[config.mk]
export PLATFORM = sky130hd
export DESIGN_NAME = banked_min_heap
export DESIGN_NICKNAME = d
export VERILOG_FILES = /design/src/rtl/bmh_pkg.sv /design/src/rtl/bmh_bank.sv /design/src/rtl/bmh_datapath.sv /design/src/rtl/bmh_ctrl.sv /design/src/rtl/banked_min_heap.sv
export SDC_FILE = /design/constraint.sdc
export NUM_CORES = 2
export LEC_CHECK = 0
export BUFFER_PORTS_ARGS = -buffer_cell sky130_fd_sc_hd__buf_2
export CORE_MARGIN = 1
export CORE_UTILIZATION = 53
export DETAILED_ROUTE_END_ITERATION = 10
export GPL_ROUTABILITY_DRIVEN = 0
export PLACE_DENSITY = 0.68
export SYNTH_ARGS = -nofsm -noshare
export SYNTH_HDL_FRONTEND = slang
export SYNTH_SLANG_ARGS = --single-unit
[constraint.sdc]
create_clock -name clk -period 10.7 [get_ports clk]
set_input_delay 0.535 -clock clk [delete_from_list [all_inputs] [get_ports clk]]
set_output_delay 0.535 -clock clk [all_outputs]
set_load 0.01 [all_outputs]
[src/rtl/bmh_pkg.sv]
package bmh_pkg;

  // Per-cycle strobes from control to datapath
  typedef struct packed {
    logic opAccept;
    logic insStart;
    logic extStart;
    logic extPrefetch;
    logic extStep;
    logic insStep;
  } heapStrobes_t;

endpackage

[src/rtl/bmh_bank.sv]
// One heap memory bank: one synchronous read port, one write port.
module bmh_bank #(
  parameter int W     = 23,
  parameter int DEPTH = 33,
  parameter int AW    = 6
) (
  input  logic          clk,
  input  logic          rdEn,
  input  logic [AW-1:0] rdAddr,
  output logic [W-1:0]  rdData,
  input  logic          wrEn,
  input  logic [AW-1:0] wrAddr,
  input  logic [W-1:0]  wrData
);

  logic [W-1:0] mem [DEPTH];

  always_ff @(posedge clk) begin
    if (wrEn) mem[wrAddr] <= wrData;
    if (rdEn) rdData <= mem[rdAddr];
  end

endmodule

[src/rtl/bmh_datapath.sv]
// Root register, four banks, sift-up and sift-down comparators.
module bmh_datapath
  import bmh_pkg::*;
#(
  parameter int KEY_W = 16,
  parameter int CAP   = 128
) (
  input  logic                       clk,
  input  logic                       rstN,
  input  heapStrobes_t               strobe,
  input  logic [$clog2(CAP+1)-1:0]   count,
  input  logic [KEY_W-1:0]           inKey,
  input  logic [$clog2(CAP)-1:0]     inPay,
  output logic                       siftDone,
  output logic [KEY_W-1:0]           resKey,
  output logic [$clog2(CAP)-1:0]     resPay
);

  localparam int PAY_W      = $clog2(CAP);
  localparam int CNT_W      = $clog2(CAP+1);
  localparam int IDX_W      = CNT_W + 1;
  localparam int ENT_W      = KEY_W + PAY_W;
  localparam int BANK_DEPTH = CAP / 4 + 1;
  localparam int BA_W       = CNT_W - 2;
  localparam int NBANK      = 4;

  typedef struct packed {
    logic [KEY_W-1:0] key;
    logic [PAY_W-1:0] pay;
  } entry_t;

  entry_t             rootE, movE, resE;
  logic [IDX_W-1:0]   cur;
  logic               sel;
  logic [1:0]         lastBank;

  logic [ENT_W-1:0]   bankQ [NBANK];
  entry_t             bankE [NBANK];

  // index arithmetic
  logic [IDX_W-1:0] countX, leftIdx, rightIdx, parIdx, gIdx, insParent;
  assign countX    = {1'b0, count};
  assign leftIdx   = {cur[IDX_W-2:0], 1'b0};
  assign rightIdx  = {cur[IDX_W-2:0], 1'b1};
  assign parIdx    = cur >> 1;
  assign gIdx      = cur >> 2;
  assign insParent = (countX + IDX_W'(1)) >> 1;

  // sift-down comparison on prefetched children
  entry_t ch0, ch1, picked, parE;
  logic   lv, rv, pickR, moveDown, moveUp;

  always_comb begin
    ch0      = bankE[{sel, 1'b0}];
    ch1      = bankE[{sel, 1'b1}];
    lv       = leftIdx  <= countX;
    rv       = rightIdx <= countX;
    pickR    = rv && (ch1.key < ch0.key);
    picked   = pickR ? ch1 : ch0;
    moveDown = lv && (picked.key < movE.key);
    parE     = (parIdx == IDX_W'(1)) ? rootE : bankE[parIdx[1:0]];
    moveUp   = (cur != IDX_W'(1)) && (movE.key < parE.key);
  end

  assign siftDone = (strobe.extStep && !moveDown) || (strobe.insStep && !moveUp);

  // single write per cycle into the node at cur
  logic   wrOn;
  entry_t wrData;
  always_comb begin
    wrOn   = (strobe.extStep || strobe.insStep) && (cur != IDX_W'(1));
    wrData = strobe.extStep ? (moveDown ? picked : movE)
                            : (moveUp ? parE : movE);
  end

  for (genvar b = 0; b < NBANK; b++) begin : g_bank
    localparam logic [1:0] BID = 2'(b);
    logic            rdEnB;
    logic [BA_W-1:0] rdAddrB;
    logic            wrEnB;

    always_comb begin
      rdEnB   = 1'b0;
      rdAddrB = '0;
      if (strobe.extStart) begin
        if (countX >= IDX_W'(2) && count[1:0] == BID) begin
          rdEnB   = 1'b1;
          rdAddrB = count[CNT_W-1:2];
        end
      end else if (strobe.extPrefetch) begin
        rdEnB   = 1'b1;
        rdAddrB = '0;
      end else if (strobe.extStep) begin
        if (cur < IDX_W'(BANK_DEPTH)) begin
          rdEnB   = 1'b1;
          rdAddrB = cur[BA_W-1:0];
        end
      end else if (strobe.insStart) begin
        if (insParent >= IDX_W'(2) && insParent[1:0] == BID) begin
          rdEnB   = 1'b1;
          rdAddrB = insParent[BA_W+1:2];
        end
      end else if (strobe.insStep) begin
        if (gIdx >= IDX_W'(2) && gIdx[1:0] == BID) begin
          rdEnB   = 1'b1;
          rdAddrB = gIdx[BA_W+1:2];
        end
      end
    end

    assign wrEnB = wrOn && (cur[1:0] == BID);

    bmh_bank #(.W(ENT_W), .DEPTH(BANK_DEPTH), .AW(BA_W)) u_bank (
      .clk    (clk),
      .rdEn   (rdEnB),
      .rdAddr (rdAddrB),
      .rdData (bankQ[b]),
      .wrEn   (wrEnB),
      .wrAddr (cur[BA_W+1:2]),
      .wrData (wrData)
    );

    assign bankE[b] = bankQ[b];
  end

  always_ff @(posedge clk) begin
    if (!rstN) begin
      rootE    <= '0;
      movE     <= '0;
      resE     <= '0;
      cur      <= '0;
      sel      <= 1'b0;
      lastBank <= '0;
    end else begin
      if (strobe.opAccept) resE <= '0;
      if (strobe.extStart) begin
        resE     <= rootE;
        lastBank <= count[1:0];
      end
      if (strobe.insStart) begin
        movE <= '{key: inKey, pay: inPay};
        cur  <= countX + IDX_W'(1);
        if (count == '0) rootE <= '{key: inKey, pay: inPay};
      end
      if (strobe.extPrefetch) begin
        movE <= bankE[lastBank];
        cur  <= IDX_W'(1);
        sel  <= 1'b1;
      end
      if (strobe.extStep) begin
        if (cur == IDX_W'(1)) rootE <= moveDown ? picked : movE;
        if (moveDown) begin
          cur <= {leftIdx[IDX_W-1:1], pickR};
          sel <= pickR;
        end
      end
      if (strobe.insStep) begin
        if (cur == IDX_W'(1)) rootE <= movE;
        else if (moveUp) cur <= parIdx;
      end
    end
  end

  assign resKey = resE.key;
  assign resPay = resE.pay;


  heap_order_down_chk: assert property (@(posedge clk) disable iff (!rstN)
    (strobe.extStep && moveDown) |-> (picked.key >= rootE.key));


  heap_order_up_chk: assert property (@(posedge clk) disable iff (!rstN)
    (strobe.insStep && moveUp) |-> (parE.key >= rootE.key));

endmodule

[src/rtl/bmh_ctrl.sv]
// Fixed-occupancy sequencer and entry counter.
module bmh_ctrl
  import bmh_pkg::*;
#(
  parameter int CAP = 128
) (
  input  logic                     clk,
  input  logic                     rstN,
  input  logic                     opValid,
  input  logic                     opExtract,
  input  logic                     siftDone,
  output logic                     opReady,
  output logic                     resValid,
  output logic                     resFound,
  output logic [$clog2(CAP+1)-1:0] count,
  output logic                     full,
  output heapStrobes_t             strobe
);

  localparam int CNT_W     = $clog2(CAP+1);
  localparam int OP_CYCLES = CNT_W + 2;
  localparam int BC_W      = $clog2(OP_CYCLES + 1);

  typedef enum logic [2:0] {IDLE, EXT_PREF, EXT_DOWN, INS_UP, HOLD} ctrlState_t;

  ctrlState_t      state;
  logic [BC_W-1:0] busyCnt;
  logic            accept;

  assign opReady = (busyCnt == '0);
  assign accept  = opValid && opReady;
  assign full    = (count == CNT_W'(CAP));

  always_comb begin
    strobe.opAccept    = accept;
    strobe.insStart    = accept && !opExtract && !full;
    strobe.extStart    = accept && opExtract && (count != '0);
    strobe.extPrefetch = (state == EXT_PREF);
    strobe.extStep     = (state == EXT_DOWN);
    strobe.insStep     = (state == INS_UP);
  end

  always_ff @(posedge clk) begin
    if (!rstN) begin
      state    <= IDLE;
      busyCnt  <= '0;
      count    <= '0;
      resValid <= 1'b0;
      resFound <= 1'b0;
    end else begin
      resValid <= 1'b0;
      if (accept) begin
        busyCnt <= BC_W'(OP_CYCLES);
        if (opExtract) begin
          resFound <= (count != '0);
          if (count != '0) count <= count - CNT_W'(1);
          state <= (count > CNT_W'(1)) ? EXT_PREF : HOLD;
        end else begin
          resFound <= !full;
          if (!full) count <= count + CNT_W'(1);
          state <= (!full && count != '0) ? INS_UP : HOLD;
        end
      end else if (busyCnt != '0) begin
        busyCnt <= busyCnt - BC_W'(1);
        case (state)
          EXT_PREF: state <= EXT_DOWN;
          EXT_DOWN: if (siftDone) state <= HOLD;
          INS_UP:   if (siftDone) state <= HOLD;
          default:  ;
        endcase
        if (busyCnt == BC_W'(1)) begin
          resValid <= 1'b1;
          state    <= IDLE;
        end
      end
    end
  end


  sift_window_chk: assert property (@(posedge clk) disable iff (!rstN)
    (state == EXT_PREF || state == EXT_DOWN || state == INS_UP) |-> (busyCnt > BC_W'(1)));


  busy_hold_chk: assert property (@(posedge clk) disable iff (!rstN)
    accept |=> !opReady);


  res_pulse_chk: assert property (@(posedge clk) disable iff (!rstN)
    resValid |=> !resValid);


  count_inc_chk: assert property (@(posedge clk) disable iff (!rstN)
    (accept && !opExtract && !full) |=> (count == $past(count) + CNT_W'(1)));


  empty_extract_chk: assert property (@(posedge clk) disable iff (!rstN)
    (accept && opExtract && count == '0) |=> (count == '0 && !resFound));


  full_refuse_chk: assert property (@(posedge clk) disable iff (!rstN)
    (accept && !opExtract && full) |=> (count == $past(count) && full && !resFound));


  busy_ignore_chk: assert property (@(posedge clk) disable iff (!rstN)
    !opReady |=> (count == $past(count)));

endmodule

[src/rtl/banked_min_heap.sv]
// Thin top: control sequencer plus banked heap datapath.
module banked_min_heap
  import bmh_pkg::*;
#(
  parameter int KEY_W = 16,
  parameter int CAP   = 128
) (
  input  logic                     clk,
  input  logic                     rstN,
  input  logic                     opValid,
  input  logic                     opExtract,
  input  logic [KEY_W-1:0]         inKey,
  input  logic [$clog2(CAP)-1:0]   inPay,
  output logic                     opReady,
  output logic                     resValid,
  output logic                     resFound,
  output logic [KEY_W-1:0]         resKey,
  output logic [$clog2(CAP)-1:0]   resPay,
  output logic [$clog2(CAP+1)-1:0] count,
  output logic                     full
);

  heapStrobes_t strobe;
  logic         siftDone;

  bmh_ctrl #(.CAP(CAP)) u_ctrl (
    .clk       (clk),
    .rstN      (rstN),
    .opValid   (opValid),
    .opExtract (opExtract),
    .siftDone  (siftDone),
    .opReady   (opReady),
    .resValid  (resValid),
    .resFound  (resFound),
    .count     (count),
    .full      (full),
    .strobe    (strobe)
  );

  bmh_datapath #(.KEY_W(KEY_W), .CAP(CAP)) u_dp (
    .clk      (clk),
    .rstN     (rstN),
    .strobe   (strobe),
    .count    (count),
    .inKey    (inKey),
    .inPay    (inPay),
    .siftDone (siftDone),
    .resKey   (resKey),
    .resPay   (resPay)
  );

endmodule

=== After elaboration in Yosys (flattened, before gate mapping) ===
Memory sizes are Yosys's and may differ from the RTL's. A register that Yosys moved wholly into a read port is not among the register bits.
Index checks and enable logic that the tools add are counted.

* Register bits after elaboration: 98
* Bits in writable memories: 3036
* Bits of input ports: 27
* Output and inout bits: 35
* Word-level logic and storage cells: 243
* Memories kept: 4

* Add/sub/neg operators: 4
* Magnitude comparators: 14
* Equality and inequality tests: 23
* Multiplexer cells: 126
* Bitwise logic cells: 6
* Reduce and logical (&&, ||, !) cells: 51

{| class="wikitable"
|+ Memory list
! memory !! depth !! bits a word !! read ports !! clocked after memory_dff !! wr ports !! RTL line !! text
|-
| u_dp.g_bank[0].u_bank.mem || 33 || 23 || 1 || 1 || 1 || bmh_bank.sv:16 || <nowiki>logic [W-1:0] mem [DEPTH];</nowiki>
|-
| u_dp.g_bank[1].u_bank.mem || 33 || 23 || 1 || 1 || 1 || bmh_bank.sv:16 ||
|-
| u_dp.g_bank[2].u_bank.mem || 33 || 23 || 1 || 1 || 1 || bmh_bank.sv:16 ||
|-
| u_dp.g_bank[3].u_bank.mem || 33 || 23 || 1 || 1 || 1 || bmh_bank.sv:16 ||
|}

{| class="wikitable"
|+ Operators by type and width
! cell !! number
|-
| 23-bit two-way mux || 23
|-
| 23-bit binary-select mux with 2-bit select || 4
|-
| 6-bit two-way mux || 29
|-
| 9-bit two-way mux || 7
|-
| 16-bit less-than comparator || 3
|-
| 1-bit two-way mux || 46
|-
| 1-bit logical AND || 28
|-
| 8-bit two-way mux || 3
|-
| 3-bit two-way mux || 7
|-
| 5-bit two-way mux || 4
|-
| 9-bit by 8-bit <= comparator with 1-bit output || 2
|-
| 2-bit == test, second input constant || 8
|-
| 8-bit by 2-bit >= comparator with 1-bit output, second input constant || 2
|-
| 3-bit >= comparator, second input constant || 4
|-
| 2-bit inverter with 3-bit output || 4
|-
| 8-bit by 1-bit adder with 9-bit output, second input constant || 1
|-
| 9-bit by 1-bit == test with 1-bit output, second input constant || 1
|-
| 9-bit by 6-bit less-than comparator with 1-bit output, second input constant || 1
|-
| 9-bit by 1-bit inequality test with 1-bit output, second input constant || 1
|-
| 8-bit by 1-bit adder with 8-bit output, second input constant || 1
|-
| 2-bit by 1-bit == test with 1-bit output, second input constant || 4
|-
| 8-bit by 1-bit == test with 1-bit output, second input constant || 1
|-
| 8-bit == test, second input constant || 1
|-
| 8-bit by 1-bit greater-than comparator with 1-bit output, second input constant || 1
|-
| other kinds (23) || 38
|}

=== Depth between registers and ports, before layout ===
* Depth in word-level cells: 17
* Gate-level depth with buffers: 25
* Mapped depth without buffers: 19

=== Modules after synthesis ===
From an unflattened synthesis, not the netlist that was laid out.

* Cell total of the unflattened synthesis: 7567
* Area total of the unflattened synthesis: 131831.4 sq um

{| class="wikitable"
|+ Modules (own cells, without submodules)
! module !! times used !! cells an instance !! area an instance (sq um) !! sequential area each (sq um)
|-
| bmh_bank at u_dp.g_bank[1].u_bank ... || 3 || 1602 || 30481.7 || 23482.5
|-
| bmh_bank at u_dp.g_bank[0].u_bank || 1 || 1612 || 30546.8 || 23482.5
|-
| bmh_datapath || 1 || 1010 || 8682.1 || 1621.6
|-
| bmh_ctrl || 1 || 139 || 1157.4 || 340.3
|}

=== Worst setup path before layout ===
Ideal clock, no wire load.

* Path kind: register to register
* Start point: register u_dp.sel
* End point: memory u_dp.g_bank[0].u_bank.mem[0][1] (data pin)
* Setup time: 543 ps
* Arrival: 7721 ps
* Data required time: 10157 ps
* Slack: 2436 ps
* Stages on the path, launching flop included: 24
* Path buffers: 7
* Period minus slack after synthesis: 8264 ps
* Cells stage by stage: dfxtp_1 clkbuf_1 clkbuf_1 buf_1 mux2i_1 inv_1 ha_1 a21o_1 a21o_1 a2bb2oi_1 o311a_1 and3_1 clkbuf_1 buf_1 mux2i_1 ha_1 a2111oi_0 nand2_1 and4b_1 o31ai_1 a211oi_1 buf_2 buf_2 a221o_1

* Cells in the longest elaborated chain, start to end: 11
* Elaborated cells between the ends (all ways): 15
* Classes of those cells: order compare: 2; mux: 9; bitwise: 2; reduce/logical: 2

{| class="wikitable"
|+ RTL lines
! what !! RTL line !! text
|-
| start, declared || bmh_datapath.sv:34 || <nowiki>logic sel;</nowiki>
|-
| start signal, assigned || bmh_datapath.sv:154 || <nowiki>sel <= pickR;</nowiki>
|-
| 2-bit inverter with 3-bit output (on tied branches) || bmh_datapath.sv:55, bmh_datapath.sv:54 ||
|-
| 23-bit binary-select mux with 2-bit select (on tied branches) || bmh_datapath.sv:55, bmh_datapath.sv:54 ||
|-
| 23-bit two-way mux (on tied branches) (2 in a row) || bmh_datapath.sv:55, bmh_datapath.sv:54 ||
|-
| 16-bit less-than comparator || bmh_datapath.sv:58 || <nowiki>pickR = rv && (ch1.key < ch0.key);</nowiki>
|-
| 1-bit logical AND || bmh_datapath.sv:58 ||
|-
| 23-bit two-way mux * || bmh_datapath.sv:59 || <nowiki>picked = pickR ? ch1 : ch0;</nowiki>
|-
| 16-bit less-than comparator || bmh_datapath.sv:60 || <nowiki>moveDown = lv && (picked.key < movE.key);</nowiki>
|-
| 1-bit logical AND || bmh_datapath.sv:60 ||
|-
| 23-bit two-way mux * (2 in a row) || bmh_datapath.sv:72 || <nowiki>wrData = strobe.extStep ? (moveDown ? picked : movE)</nowiki>
|-
| net u_dp.g_bank[0].u_bank.wrData[1] || bmh_bank.sv:13 || <nowiki>input logic [W-1:0] wrData</nowiki>
|-
| end, declared || bmh_bank.sv:16 ||
|}

The timed path passes the listed nets; every way through them passes the cells marked *. The select of a mux whose other input is x is not followed.

=== Worst setup path after layout ===
* Start point: register u_dp.sel
* End point: memory u_dp.g_bank[1].u_bank.mem[6][20] (data pin)

* Cells in the longest elaborated chain, start to end: 11
* Elaborated cells between the ends (all ways): 15
* Classes of those cells: order compare: 2; mux: 9; bitwise: 2; reduce/logical: 2

{| class="wikitable"
|+ RTL lines
! what !! RTL line
|-
| 2-bit inverter with 3-bit output (on tied branches) || bmh_datapath.sv:55, bmh_datapath.sv:54
|-
| 23-bit binary-select mux with 2-bit select (on tied branches) || bmh_datapath.sv:55, bmh_datapath.sv:54
|-
| 23-bit two-way mux (on tied branches) (2 in a row) || bmh_datapath.sv:55, bmh_datapath.sv:54
|-
| 16-bit less-than comparator || bmh_datapath.sv:58
|-
| 1-bit logical AND || bmh_datapath.sv:58
|-
| 23-bit two-way mux * || bmh_datapath.sv:59
|-
| 16-bit less-than comparator || bmh_datapath.sv:60
|-
| 1-bit logical AND || bmh_datapath.sv:60
|-
| 23-bit two-way mux * (2 in a row) || bmh_datapath.sv:72
|-
| net u_dp.g_bank[0].u_bank.wrData[20] || bmh_bank.sv:13
|-
| end, declared || bmh_bank.sv:16
|}

Marked as above.

==> load_flow_metrics.sql <==
INSERT INTO impl_metrics (metric_group, metric, value, unit) VALUES
('outcome', 'status', 'finished, violations left', ''),
('outcome', 'failing_checks', 'max-capacitance violations, max-slew violations', ''),
('timing', 'share_of_the_clock_period_used_by_the_worst_path', '80.6', '%'),
('timing', 'report.final.slew_viol_count', '2', ''),
('timing', 'slew_headroom', '-3.92', '%'),
('clock_tree', 'clock_sink_count', '3226', ''),
('yosys', 'fraction_of_registers_with_async_set_or_reset_after_synthesis', '0', '%'),
('routing', 'route.detailed.drc', '0', ''),
('placed_design', 'dp_slack', '2.34', 'ns'),
('layout', 'final_common_cell', 'sky130_fd_sc_hd__edfxtp_1', ''),
('global_route', 'number_of_antenna_violations_at_the_first_check_in_global_routing', '39', ''),
('placed_design', 'numPlacedInstances', '11903', ''),
('layout', 'stdcell_count', '12533', ''),
('yosys', 'synth_enable_flop_cells', '3128', ''),
('layout', 'layout-drive-gt1-share', '14.0', '%'),
('global_route', 'gr-usage-all-layers', '32.4', '%'),
('clock_tree', 'clk-insertion-delay-late', '1.01', 'ns'),
('timing', 'timing_worst_slew_pin_value', '1.55', 'ns'),
('routing', 'post_drt_via_cell_ratio', '6.75', ''),
('pwr', 'power.clock.fraction', '23.1', '%'),
('pwr', 'power_frac_comb', '36.6', '%'),
('pwr', 'power.net_switching', '19.3', 'mW'),
('timing', 'timing.clock.skew', '0.0758', 'ns'),
('timing', 'finalSetupViolCount', '0', ''),
('worst_setup_path', 'required', '11.39', 'ns'),
('layout', 'layout_common_cells', '3128 x sky130_fd_sc_hd__edfxtp_1, 1726 x sky130_fd_sc_hd__nand2_1, 656 x sky130_fd_sc_hd__nand3_1, 345 x sky130_fd_sc_hd__clkbuf_16, 289 x sky130_fd_sc_hd__buf_4', ''),
('yosys', 'yosysTopAreaCellShare', '71.7', '%'),
('layout', 'fin_nets', '9133', ''),
('clock_tree', 'clock_pin_slew_on_the_worst_setup_and_hold_paths', '0.06', 'ns'),
('yosys', 'yosys-top-cells-area', 'sky130_fd_sc_hd__edfxtp_1 72%, sky130_fd_sc_hd__nand2_1 5.0%, sky130_fd_sc_hd__mux4_2 3.7%', ''),
('pwr', 'power.leakage', '48.8', 'nW'),
('timing', 'hold_viol_final', '0', ''),
('timing', 'fmaxAchievable', '116', 'MHz'),
('yosys', 'synth.cell_area', '131000', 'sq um'),
('global_route', 'grt_pass1_vias', '80970', ''),
('yosys', 'synth_cells', '8961', ''),
('yosys', 'synth-seq-cells', '3226', ''),
('yosys', 'yosys_warnings', '0', ''),
('yosys', 'synthesis.area_per_instance', '14.6', 'sq um'),
('layout', 'synthToLayoutAreaGrowth', '12.2', '%'),
('worst_hold_path', 'worst_hold_path_type', 'input pin to flop', ''),
('worst_setup_path', 'critical_path.max_fanout', '83', ''),
('yosys', 'synth_cell_type_count', '97', ''),
('die', 'start_util', '53.3', '%'),
('timing', 'fin_tns_setup', '0', 'ns'),
('yosys', 'synth_top_cell_by_area', 'sky130_fd_sc_hd__edfxtp_1', ''),
('placed_design', 'buffer_ports.inserted', '61', ''),
('worst_setup_path', 'critPathArrivalTime', '9.32', 'ns'),
('timing', 'finalWorstSetupSlack', '2.07', 'ns'),
('clock_tree', 'htree_levels', '5', ''),
('job', 'maxCapViolCount', '1', ''),
('clock_tree', 'clk_root_buffer_cell', 'sky130_fd_sc_hd__clkbuf_16', ''),
('global_route', 'globalRouteOverflowTotal', '0', ''),
('routing', 'wire_per_inst', '32.7', 'um'),
('layout', 'final.fill_count', '18095', ''),
('routing', 'num_vias', '84544', ''),
('clock_tree', 'post-cts-setup-buffer-count', '0', ''),
('die', 'number_of_standard_cell_rows_in_the_floorplan', '182', ''),
('die', 'die_area', '249000', 'sq um'),
('routing', 'tritonroute_pass_1_iters', '10', ''),
('clock_tree', 'tritoncts_clock_tree', 'built', ''),
('timing', 'timing.final.crit_period', '8.63', 'ns'),
('pwr', 'fraction_of_power_spent_switching_nets', '38.4', '%'),
('die', 'core_area', '246000', 'sq um'),
('routing', 'drt_wl_total', '410000', 'um'),
('yosys', 'postSynth.topFlopCell', 'sky130_fd_sc_hd__edfxtp_1', ''),
('worst_setup_path', 'critPathLaunchType', 'flop', ''),
('pwr', 'seq_power_share', '40.3', '%'),
('global_route', 'maximum_number_of_pins_on_one_net_before_global_route_repair', '186', ''),
('die', 'die_height', '499', 'um'),
('yosys', 'synth_seq_area_share', '73.2', '%');
## cell usage after synthesis, types with 12 or more instances
cell,count
sky130_fd_sc_hd__o21a_1,29
sky130_fd_sc_hd__buf_2,199
sky130_fd_sc_hd__a22oi_1,50
sky130_fd_sc_hd__a221o_1,23
sky130_fd_sc_hd__o21ai_0,215
sky130_fd_sc_hd__a21boi_0,25
sky130_fd_sc_hd__dfxtp_1,98
sky130_fd_sc_hd__a21o_1,17
sky130_fd_sc_hd__and2_1,14
sky130_fd_sc_hd__o32ai_1,24
sky130_fd_sc_hd__nor4_1,26
sky130_fd_sc_hd__or3_1,33
sky130_fd_sc_hd__a22o_1,47
sky130_fd_sc_hd__nand3_1,660
sky130_fd_sc_hd__edfxtp_1,3128
sky130_fd_sc_hd__a32oi_1,139
sky130_fd_sc_hd__o22ai_1,27
sky130_fd_sc_hd__a41oi_1,46
sky130_fd_sc_hd__mux4_2,216
sky130_fd_sc_hd__nand2_1,1735
sky130_fd_sc_hd__xnor2_1,12
sky130_fd_sc_hd__mux2i_1,258
sky130_fd_sc_hd__a21oi_1,142
sky130_fd_sc_hd__a211o_1,29
sky130_fd_sc_hd__a31oi_1,167
sky130_fd_sc_hd__a311oi_1,207
sky130_fd_sc_hd__nor2b_1,12
sky130_fd_sc_hd__nor2_1,295
sky130_fd_sc_hd__buf_4,24
sky130_fd_sc_hd__ha_1,59
sky130_fd_sc_hd__buf_1,60
sky130_fd_sc_hd__inv_1,74
sky130_fd_sc_hd__nor3_1,27
sky130_fd_sc_hd__a211oi_1,101
sky130_fd_sc_hd__clkbuf_1,345
sky130_fd_sc_hd__nor4b_2,22
sky130_fd_sc_hd__and3_1,215
sky130_fd_sc_hd__nand4_1,23
## registers in the layout, summed over array words and instances, names as in the netlist
signal,count
u_dp.g_bank.u_bank.mem,3036
u_dp.rootE,23
u_ctrl.resValid,1
u_ctrl.count,8
u_dp.cur,9
u_ctrl.state,3
u_dp.sel,1
u_ctrl.resFound,1
u_ctrl.busyCnt,4
u_dp.movE,23
u_dp.resPay,7
u_dp.lastBank,2
u_dp.resKey,16
u_dp.g_bank.u_bank.rdData,92
## cell families (layout without fill, tap and decap cells)
family	count (synthesis)	count (layout)	synth area share [%]
other	0	14	0
xor gates and xnor gates	14	14	0.0936
adders and majority gates	59	59	0.563
muxes	474	474	5.68
AOI/OAI and AO/OA	1359	1359	7.55
buffers and inverters	711	1049	2.33
and+or+nand+nor	3118	3118	10.6
DFF	3226	3226	73.2
## final cells by class
| type | count | area (sq um) | share of cell area, % |
|---|---|---|---|
| Sequential cell | 3226 | 95900 | 65.2 |
| Multi-Input combinational cell | 5024 | 33100 | 22.5 |
| Clock buffer | 400 | 8860 | 6.03 |
| Tap cell | 3220 | 4030 | 2.74 |
| Timing Repair Buffer | 380 | 2840 | 1.93 |
| Clock inverter | 192 | 1960 | 1.33 |
| Inverter | 77 | 289 | 0.197 |
| Antenna cell | 14 | 35.0 | 0.0238 |
## per-layer routing
layer	global-route usage (%)	vias to the layer above	share of wire (%)
met5	0.0965	-	0.033
met4	20.2	22	7.1
met3	8.68	1279	13
met2	49.1	6048	45
met1	41.6	42385	35
li1	-	34810	-
## through the flow
stage	utilization (%)	hold WS, ns	cell area, sq um	power [mW]
floorplan	-	0.463	131000	30.6
global placement	55.3	0.457	136000	37.7
detailed placement	55.3	0.462	136000	38.2
CTS	59.8	0.120	147000	49.7
global route	59.8	0.174	147000	51.5
finish	59.8	0.190	147000	50.3
## path summary, 6_finish.rpt
path	from	cells after the start	end	slack, ns
worst max-delay path	u_dp.sel	22	u_dp.g_bank[1].u_bank.mem[6][20]	2.07
worst min register to register	u_dp.resPay[6]	1	u_dp.resPay[6]	0.47
worst max register to register	u_dp.sel	22	u_dp.g_bank[1].u_bank.mem[6][20]	2.07
worst min-delay path	rstN	4	u_dp.cur[8]	0.19
## critical path, stage by stage (launching register included)
cell	delay, ns
sky130_fd_sc_hd__dfxtp_2	0.77
sky130_fd_sc_hd__buf_4	0.50
sky130_fd_sc_hd__mux2i_1	0.29
sky130_fd_sc_hd__inv_1	0.07
sky130_fd_sc_hd__ha_1	0.30
sky130_fd_sc_hd__a21oi_1	0.20
sky130_fd_sc_hd__o21a_1	0.15
sky130_fd_sc_hd__a2bb2oi_1	0.31
sky130_fd_sc_hd__o311a_1	0.27
sky130_fd_sc_hd__and3_1	0.48
sky130_fd_sc_hd__buf_4	0.42
sky130_fd_sc_hd__mux2i_1	0.38
sky130_fd_sc_hd__ha_1	0.22
sky130_fd_sc_hd__a21o_1	0.12
sky130_fd_sc_hd__a21o_1	0.12
sky130_fd_sc_hd__a211oi_1	0.06
sky130_fd_sc_hd__o21ai_0	0.19
sky130_fd_sc_hd__a211o_1	0.27
sky130_fd_sc_hd__a211oi_4	0.07
sky130_fd_sc_hd__buf_4	0.37
sky130_fd_sc_hd__a21oi_4	0.96
sky130_fd_sc_hd__a221o_4	1.12
sky130_fd_sc_hd__buf_4	0.58
## power groups by stage
stage / sequential, mW / clock [mW] / combinational [mW]
after floorplan: 20.7 / 0 / 9.94
final: 20.3 / 11.6 / 18.4
after detailed placement: 20.5 / 0 / 17.8
after CTS: 20.2 / 11.7 / 17.9
after global placement: 20.4 / 0 / 17.3
after global routing: 20.3 / 12.2 / 19.0
## timing repair
item | CTS | global route
hold endpoints to repair | 24 | 0
hold buffers | 24 | 0
gates resized for setup | 0 | 0
(Power assumes the default switching activity.)
